<file path="config.mk">
export PLATFORM = sky130hd
export DESIGN_NAME = cmd_puller
export DESIGN_NICKNAME = d
export VERILOG_FILES = /design/src/rtl/cmd_puller_pkg.sv /design/src/rtl/puller_gray_step.sv /design/src/rtl/puller_entry_class.sv /design/src/rtl/puller_ctrl.sv /design/src/rtl/cmd_puller.sv
export SDC_FILE = /design/constraint.sdc
export NUM_CORES = 1
export LEC_CHECK = 0
export ABC_AREA = 0
export CORE_UTILIZATION = 45
export DETAILED_ROUTE_END_ITERATION = 7
export DONT_BUFFER_PORTS = 1
export PLACE_DENSITY = 0.58
export SYNTH_ARGS = -nofsm -noshare
export SYNTH_HDL_FRONTEND = slang
export SYNTH_SLANG_ARGS = --single-unit
</file>
<file path="constraint.sdc">
create_clock -name clk -period 4.6 [get_ports clk]
set_input_delay 0.23 -clock clk [delete_from_list [all_inputs] [get_ports clk]]
set_output_delay 0.23 -clock clk [all_outputs]
set_load 0.01 [all_outputs]
</file>
<file path="src/rtl/cmd_puller_pkg.sv">
// Shared types for the command cache puller.
// Assumes: used by cmd_puller and its submodules only.
package cmd_puller_pkg;
    typedef enum logic [1:0] {
        PS_IDLE   = 2'd0,
        PS_LOOKUP = 2'd1,
        PS_ENGINE = 2'd2
    } pull_state_t;

    typedef enum logic {
        KIND_ENGINE = 1'b0,
        KIND_NAME   = 1'b1
    } entry_kind_t;
endpackage

</file>
<file path="src/rtl/puller_gray_step.sv">
// Computes the Gray-coded successor of a Gray-coded slot index.
// The index is converted to binary, incremented, masked to DEPTH-1
// and converted back to Gray code.
// Assumes: DEPTH is a power of two and equals 2**IDX_W.
module puller_gray_step #(
    parameter int DEPTH = 32,
    parameter int IDX_W = $clog2(DEPTH)
) (
    input  logic [IDX_W-1:0] gray_cur,
    output logic [IDX_W-1:0] gray_next
);
    localparam logic [IDX_W-1:0] IDX_MASK = IDX_W'(DEPTH - 1);

    logic [IDX_W-1:0] bin_cur;
    logic [IDX_W-1:0] bin_next;

    // Each binary bit is the XOR of all Gray bits at or above its position.
    for (genvar i = 0; i < IDX_W; i++) begin : g_to_bin
        assign bin_cur[i] = ^gray_cur[IDX_W-1:i];
    end

    // Increment, apply the size mask, then return to Gray code.
    always_comb begin
        bin_next  = (bin_cur + IDX_W'(1)) & IDX_MASK;
        gray_next = bin_next ^ (bin_next >> 1);
    end
endmodule

</file>
<file path="src/rtl/puller_entry_class.sv">
// Classifies the slot at the head of the cache.
// A zero method marks an object name; any other method is a command
// for the graphics engine.
// Assumes: the entry fields are valid whenever the cache is non-empty.
module puller_entry_class
    import cmd_puller_pkg::*;
#(
    parameter int METHOD_W = 11
) (
    input  logic [METHOD_W-1:0] method,
    output entry_kind_t         kind
);
    // Pick the destination from the method value alone.
    always_comb begin
        kind = (method == '0) ? KIND_NAME : KIND_ENGINE;
    end
endmodule

</file>
<file path="src/rtl/puller_ctrl.sv">
// Sequencer for the puller: takes one entry, holds one request until
// it is acknowledged, then tells the datapath to advance or to stop.
// Assumes: acknowledges are only meaningful while the matching request
// is high. Acknowledges at other times are ignored.
module puller_ctrl
    import cmd_puller_pkg::*;
(
    input  logic        clk,
    input  logic        rst_n,
    input  logic        pull_en,
    input  logic        not_empty,
    input  entry_kind_t kind,
    input  logic        lk_ack,
    input  logic        lk_fail,
    input  logic        eng_ack,
    output logic        take,
    output logic        advance,
    output logic        fail_stop,
    output logic        lk_req,
    output logic        eng_req
);
    pull_state_t state_q;
    pull_state_t state_d;

    // Next-state logic and the single-cycle strobes for the datapath.
    always_comb begin
        state_d   = state_q;
        take      = 1'b0;
        advance   = 1'b0;
        fail_stop = 1'b0;
        unique case (state_q)
            PS_IDLE: begin
                if (pull_en && not_empty) begin
                    take    = 1'b1;
                    state_d = (kind == KIND_NAME) ? PS_LOOKUP : PS_ENGINE;
                end
            end
            PS_LOOKUP: begin
                if (lk_ack) begin
                    fail_stop = lk_fail;
                    advance   = !lk_fail;
                    state_d   = PS_IDLE;
                end
            end
            PS_ENGINE: begin
                if (eng_ack) begin
                    advance = 1'b1;
                    state_d = PS_IDLE;
                end
            end
            default: state_d = PS_IDLE;
        endcase
    end

    // State register with synchronous active-low reset.
    always_ff @(posedge clk) begin
        if (!rst_n) state_q <= PS_IDLE;
        else        state_q <= state_d;
    end

    // The requests come straight from the registered state, so they are glitch-free.
    always_comb begin
        lk_req  = (state_q == PS_LOOKUP);
        eng_req = (state_q == PS_ENGINE);
    end
endmodule

</file>
<file path="src/rtl/cmd_puller.sv">
// Command cache puller. It compares the Gray-coded put and get
// pointers, reads the head slot, sends object names to the lookup
// engine and commands to the graphics engine, and advances the get
// pointer in Gray code once the entry is acknowledged.
// Assumes: the storage returns the slot at rd_idx in the same cycle,
// put_addr is synchronous to clk, and DEPTH is a power of two.
module cmd_puller
    import cmd_puller_pkg::*;
#(
    parameter int DEPTH    = 32,
    parameter int CHAN_W   = 7,
    parameter int SUBCH_W  = 3,
    parameter int METHOD_W = 11,
    parameter int DATA_W   = 32,
    parameter int IDX_W    = $clog2(DEPTH),
    parameter int ADDR_W   = IDX_W + 2
) (
    input  logic                clk,
    input  logic                rst_n,
    input  logic                pull_en_set,
    input  logic [CHAN_W-1:0]   chan_id,
    input  logic [ADDR_W-1:0]   put_addr,
    output logic [ADDR_W-1:0]   get_addr,
    output logic [IDX_W-1:0]    rd_idx,
    input  logic [SUBCH_W-1:0]  ent_subch,
    input  logic [METHOD_W-1:0] ent_method,
    input  logic [DATA_W-1:0]   ent_data,
    output logic                lk_req,
    input  logic                lk_ack,
    input  logic                lk_fail,
    output logic                eng_req,
    input  logic                eng_ack,
    output logic [CHAN_W-1:0]   cmd_chan,
    output logic [SUBCH_W-1:0]  cmd_subch,
    output logic [METHOD_W-1:0] cmd_method,
    output logic [DATA_W-1:0]   cmd_data,
    output logic                pull_en
);
    logic [IDX_W-1:0] get_gray_q;
    logic [IDX_W-1:0] get_gray_next;
    logic             not_empty;
    logic             take;
    logic             advance;
    logic             fail_stop;
    entry_kind_t      kind;

    // Expose the pointer as a byte address and the slot index as its Gray index.
    always_comb begin
        get_addr  = {get_gray_q, 2'b00};
        rd_idx    = get_addr[ADDR_W-1:2];
        not_empty = (put_addr != get_addr);
    end

    puller_entry_class #(
        .METHOD_W (METHOD_W)
    ) u_class (
        .method (ent_method),
        .kind   (kind)
    );

    puller_gray_step #(
        .DEPTH (DEPTH),
        .IDX_W (IDX_W)
    ) u_step (
        .gray_cur  (get_gray_q),
        .gray_next (get_gray_next)
    );

    puller_ctrl u_ctrl (
        .clk       (clk),
        .rst_n     (rst_n),
        .pull_en   (pull_en),
        .not_empty (not_empty),
        .kind      (kind),
        .lk_ack    (lk_ack),
        .lk_fail   (lk_fail),
        .eng_ack   (eng_ack),
        .take      (take),
        .advance   (advance),
        .fail_stop (fail_stop),
        .lk_req    (lk_req),
        .eng_req   (eng_req)
    );

    // Get pointer: moves to the Gray successor only on a successful acknowledge.
    always_ff @(posedge clk) begin
        if (!rst_n)       get_gray_q <= '0;
        else if (advance) get_gray_q <= get_gray_next;
    end

    // Enable bit: a failed lookup clears it, and this takes priority over the set pulse.
    always_ff @(posedge clk) begin
        if (!rst_n)           pull_en <= 1'b0;
        else if (fail_stop)   pull_en <= 1'b0;
        else if (pull_en_set) pull_en <= 1'b1;
    end

    // Command holding registers: loaded when an entry is taken, held through the handshake.
    always_ff @(posedge clk) begin
        if (!rst_n) begin
            cmd_chan   <= '0;
            cmd_subch  <= '0;
            cmd_method <= '0;
            cmd_data   <= '0;
        end else if (take) begin
            cmd_chan   <= chan_id;
            cmd_subch  <= ent_subch;
            cmd_method <= ent_method;
            cmd_data   <= ent_data;
        end
    end
endmodule

</file>
==> results.toml, run 1 <==
[critical_path]
cp-start-kind = "flip-flop"
r2r_end = "cmd_data[1]$_SDFFE_PN0P_"
rrSetupSlack_ps = 2050
r2r-start = "rd_idx[3]$_SDFFE_PN0P_"
cp-end-kind = "flip-flop"
crit_arrival_ps = 2810
max_stage_delay_ps = 650
worstPathMaxFanout = 37
worst_r2r_path_depth = 5
path_cells = "xor2_1 -> nor4_1 -> a21oi_4 -> buf_4 -> mux2i_1"
cp_slowest_cell = "a21oi_4"
critPathRequiredTime_ps = 4850
crit_type = "reg2reg"

[synthesis]
async_flop_share = 0
yosysWarnings = 0
ys_types = 37
synth_flop_cell = "dfxtp_1"
synth_top_area_cell = "dfxtp_1"
seq_area_frac_synth = 0.429
yosys-top-cells-count = "113 x nand2_1, 61 x dfxtp_1, 54 x mux2i_1"
yosysTopAreaCellShare = 0.429
synth.avg_cell_area_sq_um = 8.98
syn_area_sq_mm = 0.00285
synth.area.top_cells = "dfxtp_1 43%, mux2i_1 19%, nand2_1 15%"
synthCells = 317
yosysMostFrequentCell = "nand2_1"
ys_ff_latch = 61
synth-edff-count = 0

[pwr]
p_leak_nw = 1.20
ir_drop_uv = 210
powerDensity_mw_per_mm2 = 388

[sta]
tns_ps = 0
slew_headroom = 0.468
fin_crit_sh = 0.555
fmax_mhz = 391
rsz0062_at_grt = "false"
setup_slack_ps = 2050
fin_skew_ps = 5.26
min_period_ps = 2550
drv_slew = 0
hold_viol = 0
worstMarginPinSlew_ps = 797
setup_viol = 0

[detailed_routing]
ant_nets = 0
drc = 0
viasPerCell = 5.18
vias = 1978
dr.pass1.iters = 4
wl_per_cell_um = 14.4
routed_wl_um = 5490
drtIter0Drc = 61

[grt]
grt_max_degree = 119
antenna_found_initial = 0
grt_overflow = 0
grt_pass1_vias = 1795
grt_pass1_wl_um = 8300
track_usage = 0.167

[die]
start_util = 0.472
dieWidth_um = 81.5
fp-row-count = 28
pin_count = 134
fp.dieH_um = 81.5
coreArea_sq_mm = 0.00603
dieArea_sq_mm = 0.00664

[placed_design]
place_area_sq_mm = 0.00274
numPortBuffers = 0
place.gp.congestion = 0.709
place_inst = 366
place_ws_ps = 2040
dpl.hpwl_um = 3650

[clock_tree]
cts_sinks = 61
insertion_delay_ps = 330
cts_tree = "built"
clockBufferDepth = 2
root_buffer = "clkbuf_8"
ctsResizeCount = 0
path_clk_slew_ps = 60
htreeDepth = 3
numCtsBuffers = 9

[min_path]
hold_depth = 2
min_from = "ent_data[19]"
hold_path_end = "cmd_data[19]$_SDFFE_PN0P_"
hold_path.class = "in2reg"

[finish]
final_nets = 374
final_cells = 382
area_growth_pct = 3.39
num_antenna_cells = 0
final_area_sq_mm = 0.00294
drive_gt1_frac = 0.0521

[job]
drv_cap = 0

[run_status]
outcome = "finished clean"
logic make-up after synthesis:
kind of cell / Yosys count / share of synthesized area
simple gates: 136 / 0.198
flops: 61 / 0.429
mux: 55 / 0.194
buf+inv: 33 / 0.0840
compound gates: 17 / 0.0396
xor+xnor: 10 / 0.0361
fa+ha+maj: 4 / 0.0176
other cells: 1 / 0.00132
per-layer routing:
layer  GRT usage  wire length, um
met1       0.192             2530
met2       0.259             2360
met3      0.0722              483
met4      0.0911              119
met5           0                0
timing repair:
action	in CTS	in global routing
buffers inserted	0	0
endpoints found under the setup margin	0	0
endpoints found under the hold margin	1	0
hold buffers	2	0
placed cells by master (no fill, tap or decap), types with 3 or more instances in the layout:
cell / netlist / routed
a21oi_1: 4 / 3
a31oi_1: 3 / 3
clkbuf_8: 1 / 10
dfxtp_1: 61 / 61
ha_1: 4 / 4
inv_1: 5 / 5
mux2i_1: 54 / 54
nand2_1: 113 / 113
nand3_1: 5 / 5
nand4_1: 3 / 3
nor4_1: 3 / 3
xor2_1: 8 / 8
worst max path at each step:
stage	slack, ps	endpoint	cells after the start	startpoint
floorplan	2320	rd_idx[1]$_SDFFE_PN0P_	7	rd_idx[2]$_SDFFE_PN0P_
global placement	2080	cmd_data[6]$_SDFFE_PN0P_	5	rd_idx[3]$_SDFFE_PN0P_
detailed placement	2040	cmd_method[1]$_SDFFE_PN0P_	5	rd_idx[3]$_SDFFE_PN0P_
CTS	2020	cmd_data[1]$_SDFFE_PN0P_	5	rd_idx[3]$_SDFFE_PN0P_
global route	1820	cmd_method[6]$_SDFFE_PN0P_	5	rd_idx[3]$_SDFFE_PN0P_
finish	2050	cmd_data[1]$_SDFFE_PN0P_	5	rd_idx[3]$_SDFFE_PN0P_
per-stage QoR:
step	hold slack (ps)	total power, W	util
after floorplan	338	0.000708	-
after global placement	340	0.000704	0.455
after detailed placement	345	0.000707	0.455
after CTS	20.6	0.00116	0.488
after global routing	15.7	0.00120	0.488
final	35.3	0.00114	0.488
flip-flops by register name, summed over array words and instances (netlist names):
signal	cells
cmd_method	11
cmd_chan	7
cmd_subch	3
u_ctrl.state_q	2
pull_en	1
rd_idx	5
cmd_data	32
critical path, delay by kind of cell (launching register included):
family                    cells  cell delay, ps
buffers and inverters         1             620
xor gates and xnor gates      1             190
DFF                           1             610
and+or+nand+nor               1             110
muxes                         1             250
AOI/OAI and AO/OA             1             650
layout make-up:
type / count / area (sq um)
Fill cell: 577 / 3080
Multi-Input combinational cell: 224 / 1400
Sequential cell: 61 / 1220
Clock buffer: 12 / 145
Tap cell: 75 / 93.8
Clock inverter: 2 / 35.0
Timing Repair Buffer: 3 / 27.5
Inverter: 5 / 18.8
power by group:
group	leakage, nW	switching, W	internal, W
sequential	0.499	0.0000387	0.000563
clock	0.0923	0.000189	0.000259
combinational	0.608	0.0000473	0.0000457
total	1.20	0.000275	0.000867
Note: power is estimated with default switching activity, not from simulation.
==> inputs of run 2 (changes only) <==
--- a/config.mk
+++ b/config.mk
@@ -5,11 +5,11 @@
 export SDC_FILE = /design/constraint.sdc
 export NUM_CORES = 1
 export LEC_CHECK = 0
-export ABC_AREA = 0
+export ABC_AREA = 1
 export CORE_UTILIZATION = 45
 export DETAILED_ROUTE_END_ITERATION = 7
 export DONT_BUFFER_PORTS = 1
-export PLACE_DENSITY = 0.58
+export PLACE_DENSITY = 0.6
 export SYNTH_ARGS = -nofsm -noshare
 export SYNTH_HDL_FRONTEND = slang
 export SYNTH_SLANG_ARGS = --single-unit
==> constraint.sdc (replaced) <==
create_clock -name clk -period 2.3 [get_ports clk]
set_input_delay 0.115 -clock clk [delete_from_list [all_inputs] [get_ports clk]]
set_output_delay 0.115 -clock clk [all_outputs]
set_load 0.01 [all_outputs]
==> results.toml, run 2 <==
[run_status]
outcome = "finished clean"

[synthesis]
ys_types = 26
syn_area_sq_mm = 0.00266
yosysMostFrequentCell = "nand2_1"
synth_mux_area_frac = 0
synth_flop_cell = "dfxtp_1"
synth-edff-count = 0
synth_top_family_by_area = "simple AND/OR/NAND/NOR gates"
async_flop_share = 0
synth_compound_area_frac = 0.139
yosysWarnings = 0
synth.avg_cell_area_sq_um = 7.44
synth-simple-area-share = 0.263
synth.area.top_cells = "dfxtp_1 46%, nand2_1 21%, a21oi_1 8.9%"
seq_area_frac_synth = 0.460
yosys.area_share.xor_xnor = 0.00659
yosys-top-cells-count = "148 x nand2_1, 61 x dfxtp_1, 47 x a21oi_1"
ys_ff_latch = 61
yosysTopAreaCellShare = 0.460
synth_top_area_cell = "dfxtp_1"
synthAdderAreaFrac = 0.0188
synthCells = 357

[critical_path]
rrSetupSlack_ps = 200
r2r_end = "rd_idx[1]$_SDFFE_PN0P_"
worstPathMaxFanout = 4
crit_type = "reg2reg"
cp-end-kind = "flip-flop"
cp-start-kind = "flip-flop"
r2r-start = "rd_idx[3]$_SDFFE_PN0P_"
crit_arrival_ps = 2290
critPathRequiredTime_ps = 2490
worst_r2r_path_depth = 15

[grt]
grt_max_degree = 54
antenna_found_initial = 0
grt_pass1_wl_um = 10500
grt_overflow = 0
track_usage = 0.218
grt_pass1_vias = 2416

[finish]
regArea_sq_mm = 0.00122
largestRegisters = "cmd_data x32, cmd_method x11, cmd_chan x7"
fill_cells = 523
layout.cells.most_common_list = "148 x nand2_1, 61 x dfxtp_1, 56 x dlygate4sd3_1"
area_growth_pct = 28.6
post-route-util = 0.610
regMostFlops = "cmd_data"
final_nets = 479
largest_reg_flops = 32
multi_input_area_sq_mm = 0.00115
num_antenna_cells = 0
layout_commonest_cell = "nand2_1"
drive_gt1_frac = 0.0894

[sta]
setup_viol = 0
fmax_mhz = 477
fin_skew_ps = 8.99
worst_hold_slack_ps = 110
drv_slew = 0
fin_crit_sh = 0.912
hold_viol = 0
min_period_ps = 2100

[detailed_routing]
ant_nets = 0
routed_wl_um = 6630
dr.pass1.iters = 6
drc = 0
wl_per_cell_um = 13.6
drtIter0Drc = 76
vias = 2416
viasPerCell = 4.97

[die]
start_util = 0.474
pin_count = 134
dieWidth_um = 78.9
fp.dieH_um = 78.9
coreArea_sq_mm = 0.00561
dieArea_sq_mm = 0.00622
fp-row-count = 27

[clock_tree]
numCtsBuffers = 9
cts_tree = "built"
htreeDepth = 3
root_buffer = "clkbuf_8"
clockBufferDepth = 2
cts_setup_buffers = 0
insertion_delay_ps = 320
cts_sinks = 61
path_clk_slew_ps = 70

[pwr]
p_leak_nw = 1.39
ir_drop_uv = 513
powerDensity_mw_per_mm2 = 965

[min_path]
hold_depth = 2
hold_path.class = "in2reg"
min_from = "rst_n"
hold_path_end = "cmd_data[10]$_SDFFE_PN0P_"

[job]
drv_cap = 0

[placed_design]
numPortBuffers = 0
place.gp.congestion = 0.875
dpl.hpwl_um = 3930
run 2: changes by cell type after synthesis, sizes merged, moves of 3 or more:
cell	previous run	this run
mux2i	54	0
a21oi	4	55
nand2	113	148
inv	5	24
nor2	1	20
clkbuf	12	5
xor2	8	2
o21ai	2	6
buf	14	17
run 2: final cells by class:
| class | count | share of cell area |
|---|---|---|
| clock buffer | 12 | 0.0425 |
| tap | 72 | 0.0264 |
| multi-input combinational | 251 | 0.337 |
| clock inverter | 4 | 0.0278 |
| sequential | 61 | 0.357 |
| inverter | 24 | 0.0278 |
| timing repair buffer | 62 | 0.181 |
run 2: kinds of logic (layout without fill, tap and decap cells):
group | Yosys count | in the layout
other | 1 | 2
adder cells (fa/ha/maj) | 4 | 4
AO/OA/AOI/OAI | 66 | 66
flip-flops | 61 | 61
buffers and inverters | 46 | 102
XOR/XNOR | 2 | 2
AND/OR/NAND/NOR | 177 | 177
run 2: worst max-delay path by stage:
stage	from	slack, ps	end
2_1_floorplan	rd_idx[3]$_SDFFE_PN0P_	220	rd_idx[3]$_SDFFE_PN0P_
4_1_cts	rd_idx[3]$_SDFFE_PN0P_	120	rd_idx[3]$_SDFFE_PN0P_
3_3_place_gp	rd_idx[3]$_SDFFE_PN0P_	240	rd_idx[3]$_SDFFE_PN0P_
5_1_grt	rd_idx[3]$_SDFFE_PN0P_	-9	rd_idx[3]$_SDFFE_PN0P_
3_5_place_dp	rd_idx[3]$_SDFFE_PN0P_	140	rd_idx[3]$_SDFFE_PN0P_
6_report	rd_idx[3]$_SDFFE_PN0P_	200	rd_idx[1]$_SDFFE_PN0P_
run 2: metal layers:
metal  vias to the layer above  track usage  routed length [um]
met5                         -            0                   0
met3                         9       0.0713                 574
met4                         0        0.109                  96
li1                       1222            -                   -
met1                      1080        0.230                2720
met2                       105        0.386                3240
run 2: report_power, final:
group,internal [W],switching (W)
registers,0.00122,0.000180
clock network,0.000749,0.000390
logic,0.000290,0.000471
total,0.00226,0.00104
run 2: repair_timing:
| action | 4_1_cts | 5_1_grt |
|---|---|---|
| setup endpoints to repair | 0 | 3 |
| gates resized for setup | 0 | 3 |
| endpoints found under the hold margin | 59 | 0 |
| hold buffers | 56 | 0 |
run 2: per-stage QoR:
stage          area (sq um)  std cells  total power (W)  setup WS [ps]  setup TNS, ps
2_1_floorplan          2660        358          0.00205            220              0
3_3_place_gp           2610        414          0.00208            237              0
3_5_place_dp           2610        414          0.00210            145              0
4_1_cts                3410        486          0.00333            121              0
5_1_grt                3420        486          0.00351          -8.54          -8.54
6_report               3420        486          0.00330            202              0
run 2: worst max-delay path, cell delays in order, from the launching register on:
cell	delay [ps]
dfxtp_1	410
inv_2	60
nand2_1	50
nand2_1	60
inv_1	70
nand2_1	60
nand2_1	120
xor2_2	230
xor2_1	170
ha_1	230
nand3b_1	130
nand3_1	120
inv_1	100
nand2_1	50
nand2_1	60
nor2_1	30
==> inputs of run 3 (changes only) <==
--- a/config.mk
+++ b/config.mk
@@ -5,11 +5,10 @@
 export SDC_FILE = /design/constraint.sdc
 export NUM_CORES = 1
 export LEC_CHECK = 0
-export ABC_AREA = 1
-export CORE_UTILIZATION = 45
+export CORE_UTILIZATION = 50
 export DETAILED_ROUTE_END_ITERATION = 7
 export DONT_BUFFER_PORTS = 1
-export PLACE_DENSITY = 0.6
+export PLACE_DENSITY = 0.66
 export SYNTH_ARGS = -nofsm -noshare
 export SYNTH_HDL_FRONTEND = slang
 export SYNTH_SLANG_ARGS = --single-unit
==> results.toml, run 3 (synthesis gave the netlist of run 1 again) <==
[run_status]
outcome = "finished clean"

[die]
start_util = 0.517
dieWidth_um = 77.4
fp-row-count = 27
pin_count = 134
coreArea_sq_mm = 0.00551
fp.dieH_um = 77.4
dieArea_sq_mm = 0.00600

[critical_path]
cp-start-kind = "flip-flop"
r2r_end = "rd_idx[1]$_SDFFE_PN0P_"
max_stage_delay_ps = 530
cp_num_buf_inv = 0
critical-path-top-delay-family = "XOR/XNOR gates"
critPathRequiredTime_ps = 2580
rrSetupSlack_ps = 120
path_cells = "xnor3_2 -> xnor2_1 -> xor2_1 -> ha_1 -> or4_1 -> nand3_1"
cp-end-kind = "flip-flop"
crit_type = "reg2reg"
cp_slowest_cell = "or4_1"
worst_r2r_path_depth = 6
crit_arrival_ps = 2460
worstPathMaxFanout = 3
r2r-start = "rd_idx[4]$_SDFFE_PN0P_"

[grt]
grt_pass1_vias = 2722
track_usage = 0.271
grt_max_degree = 74
grt_overflow = 0
antenna_found_initial = 0
grt_pass1_wl_um = 12500

[pwr]
p_leak_nw = 1.61
ir_drop_uv = 397
powerDensity_mw_per_mm2 = 659

[placed_design]
place.gp.congestion = 0.803
dpl.hpwl_um = 3670
numPortBuffers = 0
place_inst = 368

[finish]
num_antenna_cells = 0
layout_commonest_cell = "nand2_1"
regMostFlops = "cmd_data"
largestRegisters = "cmd_data x32, cmd_method x11, cmd_chan x7"
drive_gt1_frac = 0.0608
area_growth_pct = 41.3
final_nets = 476
largest_reg_flops = 32
final_cells = 483
layout.cells.most_common_list = "113 x nand2_1, 98 x dlygate4sd3_1, 61 x dfxtp_1"

[clock_tree]
cts_sinks = 61
insertion_delay_ps = 340
root_buffer = "clkbuf_8"
ctsResizeCount = 0
cts_setup_buffers = 0
cts_tree = "built"
clockBufferDepth = 2
htreeDepth = 3
numCtsBuffers = 9
path_clk_slew_ps = 70

[min_path]
hold_depth = 2
hold_path_end = "u_ctrl.state_q[0]$_SDFFE_PN0P_"
hold_path.class = "in2reg"
min_from = "rst_n"

[sta]
min_period_ps = 2180
fmax_mhz = 458
rsz0062_at_grt = "false"
tns_ps = 0
worst_hold_slack_ps = 45.2
fin_skew_ps = 7.03
hold_viol = 0
setup_viol = 0
fin_crit_sh = 0.949
drv_slew = 0

[job]
drv_cap = 0

[detailed_routing]
drtIter0Drc = 110
vias = 2581
ant_nets = 0
drc = 0
viasPerCell = 5.34
wl_per_cell_um = 16.3
routed_wl_um = 7880
dr.pass1.iters = 4
[run 3: cell types whose count changed in the layout (fill, tap and decap cells not counted), sizes merged, moves of 4 or more]
cell         delta
nand2          -35
nor2           -19
mux2i          +54
a21oi          -51
inv            -19
xor2            +6
o21ai           -4
dlygate4sd3    +42
[run 3: cell type report]
type                       instances  area, sq um
clock buffer                      12          155
clock inverter                     4         70.1
sequential                        61         1220
multi-input combinational        224         1400
fill                             402         1490
inverter                           5         18.8
timing repair buffer             105         1070
tap                               72         90.1
[run 3: metal layers]
metal  global-route usage  vias to the layer above  share of wire
li1                     -                     1220              -
met1                0.258                     1219           0.37
met2                0.498                      113           0.52
met3               0.0894                       29          0.066
met4                0.166                        0          0.038
met5                    0                        -              0
[run 3: where the power goes]
part	switching, W	total, W	internal (W)	leakage, nW
sequential	0.0000819	0.00121	0.00113	0.499
clock	0.000421	0.00109	0.000666	0.116
combinational	0.000149	0.000356	0.000207	0.991
[run 3: per-stage QoR]
stage | utilization | worst slack [ps] | instance area [sq um] | power (W)
2_1_floorplan | - | 20.7 | 2850 | 0.00142
3_3_place_gp | 0.506 | 217 | 2790 | 0.00141
3_5_place_dp | 0.506 | 142 | 2790 | 0.00142
4_1_cts | 0.730 | 112 | 4020 | 0.00264
5_1_grt | 0.730 | 9.97 | 4020 | 0.00275
6_report | 0.730 | 118 | 4020 | 0.00265
[run 3: how the worst max path moves through the flow]
stage | from | endpoint | slack [ps] | cells past startpoint
floorplan | rd_idx[2]$_SDFFE_PN0P_ | rd_idx[1]$_SDFFE_PN0P_ | 20 | 7
global placement | rd_idx[4]$_SDFFE_PN0P_ | rd_idx[1]$_SDFFE_PN0P_ | 220 | 6
detailed placement | rd_idx[4]$_SDFFE_PN0P_ | rd_idx[1]$_SDFFE_PN0P_ | 140 | 6
CTS | rd_idx[4]$_SDFFE_PN0P_ | rd_idx[1]$_SDFFE_PN0P_ | 110 | 6
global route | rd_idx[4]$_SDFFE_PN0P_ | rd_idx[2]$_SDFFE_PN0P_ | 10 | 8
finish | rd_idx[4]$_SDFFE_PN0P_ | rd_idx[1]$_SDFFE_PN0P_ | 120 | 6
[run 3: timing repair]
action	4_1_cts	5_1_grt
setup endpoints to repair	0	0
endpoints found under the hold margin	60	0
hold buffers	99	0
